<file path="src/rtl/mdio_mgmt.sv">
module mdio_mgmt #(
  parameter int HALF0 = 10,
  parameter int HALF1 = 16,
  parameter int HALF2 = 26,
  parameter int HALF3 = 42
) (
  input  logic        clk,
  input  logic        rst_n,
  input  logic        reg_wr,
  input  logic        reg_sel,
  input  logic [15:0] reg_wdata,
  output logic [15:0] reg_rdata,
  output logic        mdc,
  output logic        mdio_o,
  output logic        mdio_oe,
  input  logic        mdio_i
);
  localparam int MAXH = (HALF0 > HALF1 ? (HALF0 > HALF2 ? (HALF0 > HALF3 ? HALF0 : HALF3) : (HALF2 > HALF3 ? HALF2 : HALF3))
                                       : (HALF1 > HALF2 ? (HALF1 > HALF3 ? HALF1 : HALF3) : (HALF2 > HALF3 ? HALF2 : HALF3)));
  localparam int CW = $clog2(MAXH + 1);
  localparam int NBITS = 64;
  localparam int TA_POS = 46;
  localparam int DAT_POS = 48;

  logic          busy_q, wr_q, mdc_q;
  logic [1:0]    sel_q;
  logic [4:0]    phy_q, regn_q;
  logic [15:0]   data_q, cap_q;
  logic [NBITS-1:0] sh_q;
  logic [5:0]    idx_q;
  logic [CW-1:0] cnt_q, half_lim;
  logic          tick, frame_end, start;

  always_comb begin
    case (sel_q)
      2'd0:    half_lim = CW'(HALF0 - 1);
      2'd1:    half_lim = CW'(HALF1 - 1);
      2'd2:    half_lim = CW'(HALF2 - 1);
      default: half_lim = CW'(HALF3 - 1);
    endcase
  end

  assign tick      = busy_q && (cnt_q == half_lim);
  assign frame_end = tick && mdc_q && (idx_q == 6'(NBITS - 1));
  assign start     = reg_wr && reg_sel && !busy_q && reg_wdata[0];

  always_ff @(posedge clk) begin
    if (!rst_n) begin
      busy_q <= 1'b0; wr_q <= 1'b0; sel_q <= 2'd0; phy_q <= 5'd0; regn_q <= 5'd0;
      data_q <= 16'd0; cap_q <= 16'd0; sh_q <= '0; idx_q <= 6'd0; cnt_q <= '0; mdc_q <= 1'b0;
    end else begin
      if (reg_wr && !busy_q) begin
        if (reg_sel) begin
          phy_q  <= reg_wdata[15:11];
          regn_q <= reg_wdata[10:6];
          sel_q  <= reg_wdata[3:2];
          wr_q   <= reg_wdata[1];
          busy_q <= reg_wdata[0];
        end else begin
          data_q <= reg_wdata;
        end
      end
      if (start) begin
        sh_q  <= {32'hFFFF_FFFF, 2'b01, (reg_wdata[1] ? 2'b01 : 2'b10),
                  reg_wdata[15:11], reg_wdata[10:6], 2'b10, data_q};
        idx_q <= 6'd0;
        cnt_q <= '0;
        mdc_q <= 1'b0;
      end else if (busy_q) begin
        if (tick) begin
          cnt_q <= '0;
          if (!mdc_q) begin
            mdc_q <= 1'b1;
            if (!wr_q && idx_q >= 6'(DAT_POS)) cap_q <= {cap_q[14:0], mdio_i};
          end else begin
            mdc_q <= 1'b0;
            if (frame_end) begin
              busy_q <= 1'b0;
              if (!wr_q) data_q <= cap_q;
            end else begin
              idx_q <= idx_q + 6'd1;
              sh_q  <= {sh_q[NBITS-2:0], 1'b0};
            end
          end
        end else begin
          cnt_q <= cnt_q + CW'(1);
        end
      end
    end
  end

  assign mdc       = mdc_q;
  assign mdio_o    = busy_q ? sh_q[NBITS-1] : 1'b1;
  assign mdio_oe   = busy_q && (wr_q || idx_q < 6'(TA_POS));
  assign reg_rdata = reg_sel ? {phy_q, regn_q, 2'b00, sel_q, wr_q, busy_q} : data_q;

  assert_idle_quiet_R8: assert property (@(posedge clk) disable iff (!rst_n)
    !busy_q |-> (!mdc && !mdio_oe));

  assert_mdc_edge_on_limit_R6: assert property (@(posedge clk) disable iff (!rst_n)
    (busy_q && $past(busy_q) && (mdc != $past(mdc))) |-> ($past(cnt_q) == $past(half_lim)));

  assert_busy_lock_R7: assert property (@(posedge clk) disable iff (!rst_n)
    (busy_q && reg_wr && !frame_end) |=> ($stable(phy_q) && $stable(regn_q) && $stable(wr_q)
                                           && $stable(sel_q) && $stable(data_q)));

  assert_release_only_read_R4: assert property (@(posedge clk) disable iff (!rst_n)
    ($fell(mdio_oe) && busy_q) |-> !wr_q);

  assert_done_after_last_fall_R2: assert property (@(posedge clk) disable iff (!rst_n)
    $fell(busy_q) |-> ($past(mdc) && $past(idx_q) == 6'(NBITS - 1)));
endmodule

</file>
<file path="config.mk">
export PLATFORM = sky130hd
export DESIGN_NAME = mdio_mgmt
export DESIGN_NICKNAME = d
export VERILOG_FILES = /design/src/rtl/mdio_mgmt.sv
export SDC_FILE = /design/constraint.sdc
export NUM_CORES = 1
export LEC_CHECK = 0
export BUFFER_PORTS_ARGS = -buffer_cell sky130_fd_sc_hd__clkbuf_2
export CAP_MARGIN = 25
export CORE_ASPECT_RATIO = 1.2
export CORE_MARGIN = 10
export CORE_UTILIZATION = 40
export CTS_CLUSTER_DIAMETER = 30
export DETAILED_ROUTE_END_ITERATION = 10
export PLACE_DENSITY = 0.65
export REMOVE_ABC_BUFFERS = 1
export SKIP_LAST_GASP = 1
export SLEW_MARGIN = 20
export SYNTH_ARGS = -nofsm -noshare
export SYNTH_HDL_FRONTEND = slang
export SYNTH_SLANG_ARGS = --single-unit
</file>
<file path="constraint.sdc">
create_clock -name clk -period 2.5 [get_ports clk]
set_input_delay 0.25 -clock clk [delete_from_list [all_inputs] [get_ports clk]]
set_output_delay 0.25 -clock clk [all_outputs]
set_load 0.01 [all_outputs]
</file>
* After elaboration in Yosys (flattened, before gate mapping)
Index checks and enable logic that the tools add are counted.
Storage, ports and cells: register bits after elaboration 123, bits in latches 0, RAM bits 0, ROM bits 0, input bits 21, output and inout port bits 19, word-level logic and storage cells 73, memories 0
Cells by class: $add $sub $neg 2, $mul 0, divide/modulo/power cells 0, order comparisons 2, equality and inequality tests 5, shifts and indexed selects 0, muxes and demuxes 26, bitwise logic cells 4, reduce and logical (&&, ||, !) cells 22
Operator list (number):
- $mux 64 | 5
- $mux 16 | 9
- $pmux 6 s3 | 1
- $add 6x1->6 const B | 2
- $logic_and 1x1->1 | 9
- $mux 1 | 9
- $reduce_and 4->1 | 2
- $eq 6x6->1 | 1
- $eq 6x6->1 const B | 1
- $ge 6x6->1 const B | 1
- $lt 6x6->1 const B | 1
- $mux 6 | 1
- $reduce_bool 2->1 | 3
- $reduce_and 5->1 | 1
- $not 1->1 | 4
- $reduce_and 2->1 | 2
- $eq 2x1->1 const B | 1
- $eq 2x2->1 const B | 1
- $logic_not 1->1 | 2
- $logic_not 2->1 | 1
- $mux 2 | 1
- $ne 2x1->1 const B | 1
- $reduce_or 2->1 | 1
- $logic_or 1x1->1 | 1

* Depth between registers and ports, before layout
depth in word-level cells 11, gate-level depth with buffers 8, mapped depth without buffers 6

* Worst setup path before layout
No wires, ideal clock.
path type reg-to-reg, start register sel_q[0], end register cap_q[10], setup time 0.128 ns, arrival 2.170 ns, data required time 2.372 ns, slack 0.202 ns, stages on the path, launching flop included 7, path buffers 1, clock period less this slack 2.298 ns, path through dfxtp_1 -> or3_1 -> a221o_1 -> a2111oi_4 -> buf_6 -> mux2i_1 -> nor2_1
On the way: word-level cells in the longest chain between the ends 5, elaborated cells on any way between the ends 7, those cells by class eq/ne: 3; mux: 1; reduce/logical: 3
Ends and longest elaborated chain:
- from (decl) | RTL line 26 | logic [1:0] sel_q;
- from (signal assigned) | RTL line 56 | sel_q <= reg_wdata[3:2];
- $eq 2x2->1 (tied with other cells) | RTL line 35 | case (sel_q)
- $pmux 6 s3 * | RTL line 35
- $eq 6x6->1 * | RTL line 43 | assign tick = busy_q && (cnt_q == half_lim);
- $logic_and 1x1->1 * | RTL line 43
- $reduce_and 5->1 (no line) *
- to (signal assigned) | RTL line 74 | if (!wr_q && idx_q >= 6'(DAT_POS)) cap_q <= {cap_q[14:0], mdio_i};
- to (decl) | RTL line 28 | logic [15:0] data_q, cap_q;
Every way passes the cells marked *; elsewhere a longest branch is shown, timed or not. A chain may end at the register's enable or synchronous reset.

* Worst setup path after layout
start register sel_q[0], end register sh_q[13]
On the way: word-level cells in the longest chain between the ends 8, elaborated cells on any way between the ends 11, those cells by class eq/ne: 4; mux: 1; reduce/logical: 6
Ends and longest elaborated chain:
- $eq 2x2->1 (tied with other cells) | RTL line 35
- $pmux 6 s3 * | RTL line 35
- $eq 6x6->1 * | RTL line 43
- $logic_and 1x1->1 * | RTL line 43
- $logic_and 1x1->1 (2 in a row) | RTL line 44 | assign frame_end = tick && mdc_q && (idx_q == 6'(NBITS - 1));
- $ne 2x1->1 (no line)
- $reduce_and 4->1 (no line) *
- to (signal assigned) | RTL line 64 | sh_q <= {32'hFFFF_FFFF, 2'b01, (reg_wdata[1] ? 2'b01 : 2'b10),
- to (signal assigned) | RTL line 82 | sh_q <= {sh_q[NBITS-2:0], 1'b0};
- to (decl) | RTL line 29 | logic [NBITS-1:0] sh_q;
Marks and branches as above.

==> impl_metrics.json <==
{
  "status": "completed",
  "maxCapViolations": 0,
  "cts_htree_levels": 4,
  "async_flop_share_pct": 0,
  "synth-main-ff-cell": "dfxtp_1",
  "grt_pass1_vias": 4231,
  "post_cts_resized": 0,
  "grt_pass1_wl_mm": 20.2,
  "core_area_um2": 12700,
  "synth_largest_area_cell": "dfxtp_1",
  "grt_remaining_overflow": 0,
  "clockBufferDepth": 2,
  "tightest_slew_ns": 0.646,
  "synth.most_common_cell": "dfxtp_1",
  "die_h_um": 145,
  "drcViolationCount": 0,
  "port_buffers": 39,
  "antenna_found_initial": 0,
  "min_period_ns": 2.29,
  "ys_ff_latch": 123,
  "vias": 4378,
  "totalPowerFinal_w": 0.00488,
  "timing.final.crit_share_pct": 91.7,
  "slowest_stage": "a221o_1",
  "final_hold_viol_count": 0,
  "synth_cell_types": 43,
  "netlist_top_cells_area": "dfxtp_1 48%, nor3_1 9.5%, mux2i_1 6.2%",
  "synthToLayoutAreaGrowth_pct": 19.4,
  "dr.first_iter.drc_count": 335,
  "die-area_um2": 17900,
  "rows": 45,
  "cp_max_fo": 53,
  "cpPeakStageDelay_ns": 0.45,
  "netlist_instances": 613,
  "cts-root-buf": "clkbuf_16",
  "ios": 40,
  "vias_per_cell": 5.37,
  "cts_setup_buffers": 0,
  "power_density_nw_per_um2": 790,
  "max_freq_mhz": 436,
  "cts_buffers": 17,
  "postRouteAntennaNets": 0,
  "drt-pass1-iter-count": 4,
  "critical_path.cell_chain": "or3_1 -> a221o_1 -> a211oi_4 -> buf_12 -> nor3_1 -> nor4b_1",
  "wl_mm": 12.1,
  "grt_max_degree": 72,
  "synth_edf_count": 0,
  "yosys.area.top_type_share_pct": 47.6,
  "setup_viol": 0,
  "cts_hold_buf": 0,
  "insertion_delay_ns": 0.42,
  "fin_tns_setup_ns": 0,
  "synthTopCellsByCount": "123 x dfxtp_1, 98 x nor3_1, 81 x nand2_1, 75 x nor2_1, 41 x clkbuf_1",
  "cp-start-kind": "flop",
  "ir_worst_vdd_mv": 0.346,
  "crit_arrival_ns": 2.61,
  "die_x_um": 124,
  "initial_core_util_pct": 40.8,
  "diodes": 0,
  "synth_warnings": 0,
  "cts.clk_slew.worst_paths_ns": 0.05,
  "cts_tree": "done",
  "crit_type": "reg -> reg",
  "slew_violations": 0,
  "dp_hpwl_mm": 7.83,
  "clock_skew_ns": 0.0119,
  "hold_path.class": "in -> reg",
  "gp_congestion": 0.792,
  "rsz0062_at_grt": "false",
  "end_kind": "flop",
  "wire_per_inst_um": 14.9,
  "ys_seq_area_share_pct": 47.6,
  "cts_num_sinks": 123,
  "synth.avg_cell_area_um2": 8.43,
  "hold_ws_ns": 0.0876,
  "power_leakage_nw": 2.36,
  "cp.required_ns": 2.81,
  "drive_above_1_share_pct": 16.0,
  "nets": 662,
  "slew_headroom_pct": 56.7,
  "grt_usage_pct": 14.1,
  "syn_area_um2": 5170
}
final cells by class:
type                       instances  area [um^2]
sequential                       123         2460
inverter                           5         18.8
clock buffer                      23          488
fill                            1197         6490
multi-input combinational        437         2510
tap                              164          205
clock inverter                     8          115
timing repair buffer              55          378
sequential cells by signal (all words and copies together), names as in the netlist:
signal,cells
cnt_q,6
idx_q,6
data_q,16
sh_q,64
phy_q,5
mdc,1
cap_q,16
sel_q,2
regn_q,5
busy_q,1
wr_q,1
worst max-delay path, delay by kind of cell, from the launching register on:
family          cells  cell delay (ns)
simple gates        3             0.79
flops               1             0.36
buf+inv             1             0.28
compound gates      2             0.74
power by group:
group	leakage [nW]	internal [W]	total, W	switching, W
Clock	0.303	0.00166	0.00248	0.000825
Combinational	1.05	0.000136	0.000315	0.000179
Sequential	1.00	0.00204	0.00208	0.0000433
Total	2.36	0.00383	0.00488	0.00105
final timing paths:
path	to	slack [ns]	depth (start not counted)	from
setup / recovery	sh_q[13]	0.21	6	sel_q[0]
hold / removal	cap_q[0]	0.09	3	mdio_i
setup reg to reg	sh_q[13]	0.21	6	sel_q[0]
hold reg to reg	regn_q[0]	0.45	2	regn_q[0]
per-stage QoR:
step,cells,area (um^2),setup slack (ns),util (%)
after global routing,815,6170,0.0729,48.7
after detailed placement,784,5570,0.243,44.0
after floorplan,565,4980,-1.22,-
final,815,6170,0.206,48.7
after CTS,815,6170,0.226,48.7
after global placement,784,5570,0.343,44.0
per-layer routing:
layer	part of all wire (%)	vias to the layer above	track usage [%]	wire length, um
li1	-	2206	-	-
met1	46	2077	17.3	5560
met2	48	83	22.9	5870
met3	4.4	12	3.82	535
met4	1.2	0	5.16	148
met5	0	-	0	0
cell usage in the layout (no fill, tap or decap), types with 14 or more instances in the layout:
cell,synthesis,routed
nor4b_1,15,15
clkbuf_2,0,39
nand2_1,81,81
nor3_1,98,98
o21ai_0,14,14
nor2_1,75,75
a211oi_1,19,19
a21oi_1,23,23
dfxtp_1,123,123
a31oi_1,14,14
mux2i_1,32,32
clkbuf_16,0,17
logic make-up after synthesis:
group,Yosys count,synth area share (%)
adders and majority gates,2,0.484
xor gates and xnor gates,7,1.19
muxes,45,9.03
DFF,123,47.6
AOI/OAI and AO/OA,84,10.6
and+or+nand+nor,299,27.0
buffers and inverters,53,4.09
Power figures use the tool's default switching activity.
